==> config.mk <==
export PLATFORM = sky130hd
export DESIGN_NAME = swdog_top
export DESIGN_NICKNAME = d
export VERILOG_FILES = /design/src/rtl/swdog_pkg.sv /design/src/rtl/swdog_keyseq.sv /design/src/rtl/swdog_regs.sv /design/src/rtl/swdog_timer.sv /design/src/rtl/swdog_irq.sv /design/src/rtl/swdog_top.sv
export SDC_FILE = /design/constraint.sdc
export NUM_CORES = 1
export LEC_CHECK = 0
export BUFFER_PORTS_ARGS = -buffer_cell sky130_fd_sc_hd__buf_2
export CAP_MARGIN = 10
export CORE_MARGIN = 2
export CORE_UTILIZATION = 63
export CTS_BUF_LIST = sky130_fd_sc_hd__clkbuf_4
export DETAILED_ROUTE_END_ITERATION = 8
export GPL_TIMING_DRIVEN = 0
export PLACE_DENSITY = 0.86
export SLEW_MARGIN = 20
export SYNTH_ARGS = -nofsm -noshare
export SYNTH_HDL_FRONTEND = slang
export SYNTH_SLANG_ARGS = --single-unit
==> constraint.sdc <==
create_clock -name clk_i -period 2.8 [get_ports clk_i]
set_input_delay 0 -clock clk_i [delete_from_list [all_inputs] [get_ports clk_i]]
set_output_delay 0 -clock clk_i [all_outputs]
set_load 0.05 [all_outputs]
==> src/rtl/swdog_pkg.sv <==
package swdog_pkg;
  localparam logic [1:0] ADDR_CTRL = 2'd0;
  localparam logic [1:0] ADDR_SVC  = 2'd1;
  localparam logic [1:0] ADDR_VEC  = 2'd2;

  localparam logic [7:0] KEY_ARM  = 8'h55;
  localparam logic [7:0] KEY_FIRE = 8'hAA;
  localparam logic [7:0] VEC_RST  = 8'h0F;

  typedef enum logic {KEY_IDLE, KEY_ARMED} key_st_e;

  // idx = {prescale, select}
  function automatic int unsigned tmo_exp(input int unsigned idx,
                                          input int unsigned sub_lo,
                                          input int unsigned sub_hi);
    if (idx >= 4) return 22 + 2 * (idx - 4) - sub_hi;
    else          return 9 + 2 * idx - sub_lo;
  endfunction

  function automatic int unsigned max_exp(input int unsigned sub_lo,
                                          input int unsigned sub_hi);
    int unsigned a, b;
    a = tmo_exp(3, sub_lo, sub_hi);
    b = tmo_exp(7, sub_lo, sub_hi);
    return (a > b) ? a : b;
  endfunction
endpackage

==> src/rtl/swdog_keyseq.sv <==
module swdog_keyseq
  import swdog_pkg::*;
(
  input  logic       clk_i,
  input  logic       rst_ni,
  input  logic       svc_wr_i,
  input  logic [7:0] data_i,
  output logic       done_o
);
  key_st_e st_q, st_d;

  always_comb begin
    st_d   = st_q;
    done_o = 1'b0;
    if (svc_wr_i) begin
      if (data_i == KEY_ARM) begin
        st_d = KEY_ARMED;
      end else begin
        st_d   = KEY_IDLE;
        done_o = (st_q == KEY_ARMED) && (data_i == KEY_FIRE);
      end
    end
  end

  always_ff @(posedge clk_i or negedge rst_ni) begin
    if (!rst_ni) st_q <= KEY_IDLE;
    else         st_q <= st_d;
  end
endmodule

==> src/rtl/swdog_regs.sv <==
module swdog_regs
  import swdog_pkg::*;
(
  input  logic       clk_i,
  input  logic       rst_ni,
  input  logic       wr_en_i,
  input  logic [1:0] addr_i,
  input  logic [7:0] wdata_i,
  input  logic       commit_i,
  input  logic       ta_fire_i,
  output logic       en_o,
  output logic       pre_o,
  output logic [1:0] sel_o,
  output logic       ta_en_o,
  output logic       ta_flag_o,
  output logic [7:0] vec_o,
  output logic [7:0] rdata_o
);
  logic       pre_pend_q;
  logic [1:0] sel_pend_q;
  logic       wr_ctrl, wr_vec;

  assign wr_ctrl = wr_en_i && (addr_i == ADDR_CTRL);
  assign wr_vec  = wr_en_i && (addr_i == ADDR_VEC);

  always_ff @(posedge clk_i or negedge rst_ni) begin
    if (!rst_ni) begin
      en_o       <= 1'b0;
      ta_en_o    <= 1'b0;
      pre_pend_q <= 1'b0;
      sel_pend_q <= 2'd0;
      pre_o      <= 1'b0;
      sel_o      <= 2'd0;
      ta_flag_o  <= 1'b0;
      vec_o      <= VEC_RST;
    end else begin
      if (wr_ctrl) begin
        en_o       <= wdata_i[0];
        pre_pend_q <= wdata_i[1];
        sel_pend_q <= wdata_i[3:2];
        ta_en_o    <= wdata_i[4];
        if (wdata_i[5]) ta_flag_o <= 1'b0;
      end
      if (ta_fire_i) ta_flag_o <= 1'b1;
      if (wr_vec)    vec_o     <= wdata_i;
      // staged period becomes live only on a completed key pair
      if (commit_i) begin
        pre_o <= pre_pend_q;
        sel_o <= sel_pend_q;
      end
    end
  end

  always_comb begin
    rdata_o = 8'h00;
    if (addr_i == ADDR_CTRL)
      rdata_o = {2'b00, ta_flag_o, ta_en_o, sel_pend_q, pre_pend_q, en_o};
  end
endmodule

==> src/rtl/swdog_timer.sv <==
module swdog_timer
  import swdog_pkg::*;
#(
  parameter int unsigned EXP_SUB_LO = 0,
  parameter int unsigned EXP_SUB_HI = 0
) (
  input  logic       clk_i,
  input  logic       rst_ni,
  input  logic       en_i,
  input  logic       pre_i,
  input  logic [1:0] sel_i,
  input  logic       restart_i,
  output logic       expire_o
);
  localparam int unsigned CNT_W = max_exp(EXP_SUB_LO, EXP_SUB_HI);
  localparam int unsigned N_SEL = 8;

  logic [CNT_W-1:0] mask_tab [N_SEL];
  logic [CNT_W-1:0] cnt_q;
  logic             hit;

  for (genvar g = 0; g < N_SEL; g++) begin : g_tab
    localparam int unsigned E = tmo_exp(g, EXP_SUB_LO, EXP_SUB_HI);
    assign mask_tab[g] = CNT_W'((64'd1 << E) - 64'd1);
  end

  assign hit      = en_i && (cnt_q == mask_tab[{pre_i, sel_i}]);
  assign expire_o = hit && !restart_i;

  always_ff @(posedge clk_i or negedge rst_ni) begin
    if (!rst_ni)                         cnt_q <= '0;
    else if (!en_i || restart_i || hit)  cnt_q <= '0;
    else                                 cnt_q <= cnt_q + 1'b1;
  end
endmodule

==> src/rtl/swdog_irq.sv <==
module swdog_irq (
  input  logic clk_i,
  input  logic rst_ni,
  input  logic expire_i,
  input  logic iack_i,
  input  logic ta_en_i,
  output logic irq_o,
  output logic ta_o,
  output logic ta_fire_o
);
  // second expiry with the request still ignored
  assign ta_fire_o = expire_i && irq_o && !iack_i && ta_en_i;

  always_ff @(posedge clk_i or negedge rst_ni) begin
    if (!rst_ni) begin
      irq_o <= 1'b0;
      ta_o  <= 1'b0;
    end else begin
      if (expire_i)    irq_o <= 1'b1;
      else if (iack_i) irq_o <= 1'b0;
      ta_o <= ta_fire_o;
    end
  end
endmodule

==> src/rtl/swdog_top.sv <==
module swdog_top #(
  parameter int unsigned EXP_SUB_LO = 0,
  parameter int unsigned EXP_SUB_HI = 0
) (
  input  logic       clk_i,
  input  logic       rst_ni,
  input  logic       wr_en_i,
  input  logic [1:0] addr_i,
  input  logic [7:0] wdata_i,
  output logic [7:0] rdata_o,
  output logic       irq_o,
  input  logic       iack_i,
  output logic [7:0] vec_o,
  output logic       ta_o
);
  logic       svc_wr, commit, expire, ta_fire;
  logic       en, pre, ta_en, ta_flag;
  logic [1:0] sel;
  logic [7:0] vec_q;

  assign svc_wr = wr_en_i && (addr_i == swdog_pkg::ADDR_SVC);

  swdog_keyseq u_key (
    .clk_i, .rst_ni,
    .svc_wr_i (svc_wr),
    .data_i   (wdata_i),
    .done_o   (commit)
  );

  swdog_regs u_regs (
    .clk_i, .rst_ni, .wr_en_i, .addr_i, .wdata_i,
    .commit_i  (commit),
    .ta_fire_i (ta_fire),
    .en_o      (en),
    .pre_o     (pre),
    .sel_o     (sel),
    .ta_en_o   (ta_en),
    .ta_flag_o (ta_flag),
    .vec_o     (vec_q),
    .rdata_o   (rdata_o)
  );

  swdog_timer #(.EXP_SUB_LO(EXP_SUB_LO), .EXP_SUB_HI(EXP_SUB_HI)) u_tmr (
    .clk_i, .rst_ni,
    .en_i      (en),
    .pre_i     (pre),
    .sel_i     (sel),
    .restart_i (commit),
    .expire_o  (expire)
  );

  swdog_irq u_irq (
    .clk_i, .rst_ni,
    .expire_i  (expire),
    .iack_i    (iack_i),
    .ta_en_i   (ta_en),
    .irq_o     (irq_o),
    .ta_o      (ta_o),
    .ta_fire_o (ta_fire)
  );

  assign vec_o = iack_i ? vec_q : 8'h00;
endmodule

---- Word level (Yosys, flattened, before mapping) ----
Memories as Yosys holds them, arrays and structs flattened.
Cells that the tools add are included.
operators by class
  $add $sub $neg .......................... 1
  order comparisons ....................... 1
  equality and inequality tests ........... 5
  multiplexer cells ....................... 13
  bitwise logic cells ..................... 1
  reductions and logical operators ........ 19
operators with widths
  operator                 number
  $mux W28                 3
  $add A28 B1 Y28 const B  1
  $eq A28 B28 Y1           1
  $logic_and A1 B1 Y1      9
  $eq A8 B7 Y1 const B     1
  $eq A8 B8 Y1 const B     1
  $mux W1                  8
  $mux W8                  1
  $mux W6                  1
  $reduce_bool A2 Y1       3
  $ge A4 B4 Y1 const B     1
  $not A3 Y4               1
  $logic_not A1 Y1         3
  $eq A2 B1 Y1 const B     1
  $eq A2 B2 Y1 const B     1
  $logic_not A2 Y1         1
  $logic_or A1 B1 Y1       2
  $reduce_and A2 Y1        1
storage, ports and cells
  flip-flop bits (word level) ............. 48
  ROM bits ................................ 224
  input port bits ......................... 14
  output and inout bits ................... 18
  memories kept ........................... 1
memories
  memory            depth  bits a word  rd ports  clocked after Yosys merged registers in  write ports  RTL line           RTL
  (name not given)  8      28           1         0                                        0            swdog_timer.sv:27  assign hit = en_i && (cnt_q == mask_tab[{pre_i, sel_i}]);

---- Depth between registers and ports, before layout ----
Gate-level depths: netlist of run 1.
  word-level depth ........................ 12
  gate-level depth with buffers ........... 8
  depth with buffers taken out ............ 6

---- Cells and area by module ----
Synthesis of run 1 repeated with hierarchy kept, for this count alone.
unflattened totals
  cells, all modules ...................... 236
  area total of the unflattened synthesis .. 2474.9 um^2
modules (own cells, without submodules)
  module        times used  cells each  area an instance (um^2)
  swdog_timer   1           166         1531.5
  swdog_regs    1           48          714.4
  swdog_keyseq  1           8           98.8
  swdog_irq     1           5           71.3
  swdog_top     1           9           58.8

---- Worst setup path before layout of run 1 ----
OpenSTA, ideal clock, no wires.
  path kind ............................... flip-flop to flip-flop
  start ................................... register u_tmr.cnt_q[16]
  end ..................................... register u_tmr.cnt_q[17]
  library setup time ...................... 0.118 ns
  arrival time ............................ 1.747 ns
  setup slack ............................. 0.934 ns
  stages on the path, launching flop included .. 9
  path buffers ............................ 3
  clock period less this slack ............ 1.866 ns
  path through ............................ dfrtp_1 -> clkbuf_1 -> nor4_1 -> nand2_1 -> o311ai_1 -> a41o_2 -> buf_6 -> buf_6 -> nor2_1
between the ends
  word-level cells in the longest chain between the ends .. 4
  elaborated cells on any way between the ends .. 5
  classes of those cells .................. 1 x add/sub; 1 x eq/ne; 1 x mux; 2 x reduce/logical
RTL lines
  item                                                     RTL line           RTL
  start: declaration                                       swdog_timer.sv:19  logic [CNT_W-1:0] cnt_q;
  start signal: assignment                                 swdog_timer.sv:33  else cnt_q <= cnt_q + 1'b1;
  branches (longest 3 deep; another with $add A28 B1 Y28)  -
  $mux W28 *                                               swdog_timer.sv:32  else if (!en_i || restart_i || hit) cnt_q <= '0;
Every way passes the cells marked *.
A chain may end at the register's enable or synchronous reset.

---- Worst setup path in the final report of run 1 ----
  start ................................... register u_tmr.cnt_q[16]
  end ..................................... register u_tmr.cnt_q[23]
The elaborated chain is that of the path after synthesis.

==> flow_metrics.env, run 1 <==
export IMPL_ys_ff_latch=48
export IMPL_ant_nets=0
export IMPL_clk_latency_ns=0.36
export IMPL_min_period_ns=2.21
export IMPL_gp_congestion=0.833
export IMPL_wl_per_cell_um=14.2
export IMPL_skew_ns=0.0160
export IMPL_start_util_pct=64.1
export IMPL_dp_slack_ns=0.653
export IMPL_status="completed"
export IMPL_dieHeight_um=67.3
export IMPL_cp_arrival_ns=2.47
export IMPL_crit_chain="clkbuf_1 -> nor4_1 -> nand2_1 -> o311ai_1 -> a41o_2 -> buf_6 -> buf_6 -> nor2_1"
export IMPL_root_buffer="clkbuf_4"
export IMPL_max_freq_mhz=453
export IMPL_clock_path_buffers=2
export IMPL_vdd_drop_max_v=0.000325
export IMPL_antenna_cells=0
export IMPL_grt_pass1_wl_um=8520
export IMPL_syn2layout_area_growth_pct=15.0
export IMPL_drc_errors=0
export IMPL_synth_warnings=0
export IMPL_post_cts_resized=0
export IMPL_core_area_um2=3940
export IMPL_synthCells=255
export IMPL_wirelength_um=5020
export IMPL_hold_viol=0
export IMPL_layout_nets=318
export IMPL_worst_path_most_repeated_cell="buf_6"
export IMPL_p_per_area_nw_per_um2=467
export IMPL_io_pins=32
export IMPL_critPathKind="reg2reg"
export IMPL_post_drt_via_cell_ratio=5.72
export IMPL_grt_antenna_before_repair=0
export IMPL_finalInstanceArea_um2=2910
export IMPL_cts_buffers_inserted=5
export IMPL_dr_pass1_iters=4
export IMPL_synth_edf_count=0
export IMPL_cts_tree="built"
export IMPL_cellLeakagePower_nw=1.31
export IMPL_cpMaxStageDelayCell="o311ai_1"
export IMPL_vias=2026
export IMPL_hpwl_um=3540
export IMPL_worst_slack_ns=0.594
export IMPL_path_depth=8
export IMPL_worstMarginPinSlew_ns=0.737
export IMPL_finalMaxSlewViolations=0
export IMPL_min_period_over_period_pct=78.8
export IMPL_clock_sinks=48
export IMPL_cts_setup_buffers=0
export IMPL_io_buffers=29
export IMPL_ys_types=37
export IMPL_critPathMaxStageDelay_ns=0.44
export IMPL_fillers=267
export IMPL_htreeDepth=2
export IMPL_hold_path_class="in2reg"
export IMPL_dpl_cell_area_um2=2740
export IMPL_drtIter0Drc=140
export IMPL_ys_seq_area_share_pct=47.7
export IMPL_drive_above_1_share_pct=21.7
export IMPL_max_cap_violations=0
export IMPL_synth_top_flop_cell="dfrtp_1"
export IMPL_cp_buffers_inverters=3
export IMPL_cp_max_fo=10
export IMPL_syn_cell_area_um2=2530
export IMPL_grt_pass1_vias=1861
export IMPL_async_flop_share_pct=100
export IMPL_die_width_um=67.3
export IMPL_endpoint_kind="register"
export IMPL_r2r_worst_path_cells=8
export IMPL_die_area_um2=4530
export IMPL_setup_violations=0
export IMPL_rows=23
export IMPL_rsz0062_at_grt="false"
export IMPL_overflow=0
export IMPL_postSynthAreaPerCell_um2=9.91
export IMPL_relSlewSlack_pct=50.4
export IMPL_startpoint_type="register"
export IMPL_grt_max_degree=49
export IMPL_cts_reportedPaths_clkPinSlew_ns=0.12
export IMPL_tns_ns=0
export IMPL_crit_family="compound AO/OA/AOI/OAI gates"
export IMPL_whs_path_depth=3
export IMPL_worst_ep_required_time_ns=3.06
export IMPL_grt_usage_pct=25.1
## synth_stat cells, types with 2 or more instances
cell      count  share of area (%)
nand3b_1      4                1.2
mux2_2       16                7.1
buf_4         2               0.59
nor4bb_1      2               0.79
o22ai_1       2               0.49
nand4_1      15                3.7
dfstp_2       4                4.2
nor4_1        3               0.74
nor3_1        8                1.6
nand3_1      10                2.0
dfrtp_1      44                 44
xor2_1       20                6.9
o21ai_0       6                1.2
nor2_1       39                5.8
a211o_1       2               0.69
xnor2_1       6                2.1
and2_1       19                4.7
and3_1        5                1.2
nand2_1      23                3.4
buf_6         2               0.89
clkbuf_1      4               0.59
inv_1         4               0.59
## path summary, 6_finish.rpt
path / startpoint / end / slack (ns)
hold reg to reg: u_tmr.cnt_q[0] / u_tmr.cnt_q[0] / 0.47
setup / recovery: u_tmr.cnt_q[16] / u_tmr.cnt_q[23] / 0.59
min in group asynchronous: rst_ni / u_regs.pre_o / 0.18
setup reg to reg: u_tmr.cnt_q[16] / u_tmr.cnt_q[23] / 0.59
max in group asynchronous: rst_ni / u_key.st_q / 2.23
hold / removal: addr_i[0] / u_key.st_q / 0.09
## final cells by class
cell class              instances  area [um2]  share of cell area [%]
plain buffers                   9        57.6                    1.98
clock buffers                   7        52.6                    1.81
clock inverters                 1        3.75                   0.129
inverters                       4        15.0                   0.516
multi-input cells             195        1250                    43.1
flip-flops and latches         48        1210                    41.5
well taps                      50        62.6                    2.15
repair buffers                 40         258                    8.86
## layer usage
layer,up-vias,global-route usage [%],share of wire [%],routed length (um)
met5,-,0,0,0
met4,0,7.91,1.2,60
met3,5,5.50,3.4,170
met2,39,38.7,50,2520
met1,985,35.6,45,2280
li1,997,-,-,-
## tightest hold or removal path: stages
cell	delay, ns
buf_2	0.11
nand3b_1	0.18
o21ai_0	0.12
## flip-flops by register name (all words and copies together) (netlist names)
name and count:
u_regs.sel_o 2, u_regs.ta_flag_o 1, u_regs.sel_pend_q 2, u_key.st_q 1, u_tmr.cnt_q 28, u_irq.irq_o 1, u_regs.en_o 1, u_regs.pre_o 1
u_regs.vec_o 8, u_irq.ta_o 1, u_regs.ta_en_o 1, u_regs.pre_pend_q 1
## power breakdown
part | leakage (nW) | internal, W | total [W] | switching [W]
clock network | 0.0338 | 0.000116 | 0.000318 | 0.000202
registers | 0.630 | 0.000747 | 0.000775 | 0.0000282
logic | 0.646 | 0.0000987 | 0.000265 | 0.000166
total | 1.31 | 0.000962 | 0.00136 | 0.000396
## cell usage in the layout (no fill, tap or decap), types with 6 or more instances in the layout
cell type / count
buf_2: 29
dfrtp_1: 44
xnor2_1: 6
clkbuf_4: 7
nor3_1: 8
nand3_1: 10
mux2_2: 16
nor2_1: 39
nand2_1: 23
dlygate4sd3_1: 11
o21ai_0: 6
xor2_1: 20
and2_1: 19
nand4_1: 15
## timing repair
| item | CTS | global route |
|---|---|---|
| hold endpoints to repair | 60 | 0 |
| hold buffers | 11 | 0 |
| setup endpoints to repair | 0 | 0 |
## per-stage QoR
| stage | hold slack (ns) | total power [W] | cells | utilization [%] |
|---|---|---|---|---|
| detailed placement | 0.238 | 0.00104 | 335 | 69.5 |
| CTS | 0.0498 | 0.00137 | 354 | 73.7 |
| global route | 0.107 | 0.00142 | 354 | 73.8 |
| floorplan | -0.296 | 0.000964 | 256 | - |
| finish | 0.0906 | 0.00136 | 354 | 73.8 |
| global placement | 0.236 | 0.00103 | 335 | 69.5 |
## logic make-up after synthesis
| group | Yosys count | synth area share [%] |
|---|---|---|
| simple gates | 133 | 27.8 |
| flops | 48 | 47.7 |
| xor+xnor | 26 | 9.01 |
| compound gates | 17 | 4.85 |
| mux | 16 | 7.13 |
| buf+inv | 13 | 2.87 |
| fa+ha+maj | 1 | 0.495 |
| other cells | 1 | 0.148 |
(Power assumes the default switching activity.)
==> run 2: changes to the inputs <==
--- a/config.mk
+++ b/config.mk
@@ -8,11 +8,11 @@
 export BUFFER_PORTS_ARGS = -buffer_cell sky130_fd_sc_hd__buf_2
 export CAP_MARGIN = 10
 export CORE_MARGIN = 2
-export CORE_UTILIZATION = 63
+export CORE_UTILIZATION = 60
 export CTS_BUF_LIST = sky130_fd_sc_hd__clkbuf_4
 export DETAILED_ROUTE_END_ITERATION = 8
 export GPL_TIMING_DRIVEN = 0
-export PLACE_DENSITY = 0.86
+export PLACE_DENSITY = 0.82
 export SLEW_MARGIN = 20
 export SYNTH_ARGS = -nofsm -noshare
 export SYNTH_HDL_FRONTEND = slang
==> constraint.sdc (replaced) <==
create_clock -name clk_i -period 2.3 [get_ports clk_i]
set_input_delay 0 -clock clk_i [delete_from_list [all_inputs] [get_ports clk_i]]
set_output_delay 0 -clock clk_i [all_outputs]
set_load 0.05 [all_outputs]
==> run 2 against run 1 <==
Against the previous run:
- core utilization is 1.1 points lower
- sequential power is 22% higher
- worst setup slack worse by 0.38 ns
- register-to-register slack worse by 0.38 ns
- combinational power is 22% higher
- global-route usage is 0.53 points lower
- clock skew is 0.0073 ns lower
- total power is 23% higher
- wire length is 6.9% higher
- count of clock-buffer cells in the layout is 1 higher
- critical path depth stayed put
- critical endpoint is now u_tmr.cnt_q[19]
==> flow_metrics.env, run 2 (synthesis results as in run 1) <==
export IMPL_max_freq_mhz=480
export IMPL_swShare_pct=29.0
export IMPL_worst_slack_ns=0.217
export IMPL_hold_path_class="in2reg"
export IMPL_rows=23
export IMPL_cp_buffers_inverters=3
export IMPL_clock_sinks=48
export IMPL_grt_pass1_wl_um=8620
export IMPL_core_area_um2=4030
export IMPL_final_cell_count_no_fill=354
export IMPL_overflow=0
export IMPL_layout_commonest_cell="dfrtp_1"
export IMPL_switchingPower_w=0.000484
export IMPL_wirelength_um=5370
export IMPL_cts_tree="built"
export IMPL_critPathKind="reg2reg"
export IMPL_root_buffer="clkbuf_4"
export IMPL_critPathMaxStageDelay_ns=0.38
export IMPL_register_area_um2=1210
export IMPL_die_width_um=68.9
export IMPL_worst_path_most_repeated_cell="buf_6"
export IMPL_vdd_drop_max_v=0.000473
export IMPL_die_area_um2=4750
export IMPL_gp_congestion=0.808
export IMPL_grt_usage_pct=24.6
export IMPL_tns_ns=0
export IMPL_combinationalPowerShare_pct=19.3
export IMPL_final_cell_mix="dfrtp_1, nor2_1, buf_2"
export IMPL_rsz0062_at_grt="false"
export IMPL_cpMaxStageDelayCell="dfrtp_1"
export IMPL_crit_chain="clkbuf_1 -> nand3_1 -> o21ai_0 -> a21boi_0 -> a41o_2 -> buf_6 -> buf_6 -> nor2_1"
export IMPL_dieHeight_um=68.9
export IMPL_io_buffers=29
export IMPL_place_inst=335
export IMPL_drtIter0Drc=142
export IMPL_p_per_area_nw_per_um2=571
export IMPL_io_pins=32
export IMPL_post_drt_via_cell_ratio=5.69
export IMPL_largest_reg_flops=28
export IMPL_crit_family="compound AO/OA/AOI/OAI gates"
export IMPL_cts_reportedPaths_clkPinSlew_ns=0.12
export IMPL_clock_path_buffers=2
export IMPL_startpoint_type="register"
export IMPL_cellLeakagePower_nw=1.32
export IMPL_multi_input_area_um2=1270
export IMPL_wl_per_cell_um=15.2
export IMPL_max_cap_violations=0
export IMPL_dp_slack_ns=0.0534
export IMPL_relSlewSlack_pct=44.3
export IMPL_start_util_pct=62.7
export IMPL_worst_ep_required_time_ns=2.56
export IMPL_vias=2014
export IMPL_cp_max_fo=10
export IMPL_power_share_clock_pct=24.2
export IMPL_grt_antenna_before_repair=0
export IMPL_finalMaxSlewViolations=0
export IMPL_skew_ns=0.00870
export IMPL_layout_nets=318
export IMPL_min_period_ns=2.08
export IMPL_drc_errors=0
export IMPL_antenna_cells=0
export IMPL_p_total_w=0.00167
export IMPL_reg_largest_list="u_tmr.cnt_q: 28 flops, u_regs.vec_o: 8 flops"
export IMPL_cts_setup_buffers=0
export IMPL_hold_viol=0
export IMPL_hpwl_um=3650
export IMPL_ant_nets=0
export IMPL_grt_pass1_vias=1840
export IMPL_p_int_w=0.00119
export IMPL_largest_register="u_tmr.cnt_q"
export IMPL_cts_buffers_inserted=5
export IMPL_dr_pass1_iters=4
export IMPL_grt_max_degree=49
export IMPL_clk_latency_ns=0.36
export IMPL_min_period_over_period_pct=90.6
export IMPL_cp_arrival_ns=2.34
export IMPL_fillers=285
export IMPL_drive_above_1_share_pct=22.7
export IMPL_seqPwrFrac_pct=56.5
export IMPL_endpoint_kind="register"
export IMPL_status="completed"
export IMPL_syn2layout_area_growth_pct=15.7
export IMPL_htreeDepth=2
export IMPL_setup_violations=0
export IMPL_worstMarginPinSlew_ns=0.828
run 2: power by group through the flow:
stage	Combinational [W]	Clock (W)	Sequential, W
after detailed placement	0.000305	0	0.000959
after CTS	0.000320	0.000419	0.000943
final	0.000323	0.000404	0.000944
after floorplan	0.000225	0	0.000949
after global placement	0.000302	0	0.000957
after global routing	0.000347	0.000460	0.000953
run 2: tightest hold or removal path: cells and delay by family:
family / cells / cell delay, ns
buffers and inverters: 1 / 0.11
AND/OR/NAND/NOR: 3 / 0.27
AO/OA/AOI/OAI: 1 / 0.06
run 2: timing repair:
item	in CTS	in global routing
endpoints found under the hold margin	60	0
setup endpoints to repair	0	16
gates resized for setup	0	2
hold buffers	11	0
run 2: worst paths after layout:
check                      slack, ns          endpoint  cells past startpoint            from
setup / recovery                0.22   u_tmr.cnt_q[19]                      8    u_regs.pre_o
hold / removal                  0.12  u_regs.ta_flag_o                      5       addr_i[0]
setup reg to reg                0.22   u_tmr.cnt_q[19]                      8    u_regs.pre_o
hold reg to reg                 0.47    u_tmr.cnt_q[0]                      1  u_tmr.cnt_q[0]
max in group asynchronous       1.71    u_tmr.cnt_q[9]                      2          rst_ni
min in group asynchronous       0.18        u_irq.ta_o                      2          rst_ni
run 2: layout make-up:
class                   instances  share of cell area, %
multi-input cells             195                   43.3
well taps                      50                   2.14
repair buffers                 40                   8.81
flip-flops and latches         48                   41.2
inverters                       4                  0.513
clock buffers                   8                   2.05
plain buffers                   9                   1.97
run 2: metal layers:
layer / wire, um / global-route usage (%) / vias up
met5: 0 / 0 / -
met3: 206 / 5.36 / 7
li1: - / - / 977
met4: 68 / 7.35 / 0
met1: 2470 / 34.9 / 988
met2: 2620 / 38.0 / 42
run 2: metrics by stage:
stage          area, um2  hold slack, ns  util, %
3_5_place_dp        2740           0.243     68.0
2_1_floorplan       2530          -0.296        -
6_report            2930           0.121     72.6
5_1_grt             2930           0.142     72.6
3_3_place_gp        2740           0.242     68.0
4_1_cts             2910          0.0511     72.2
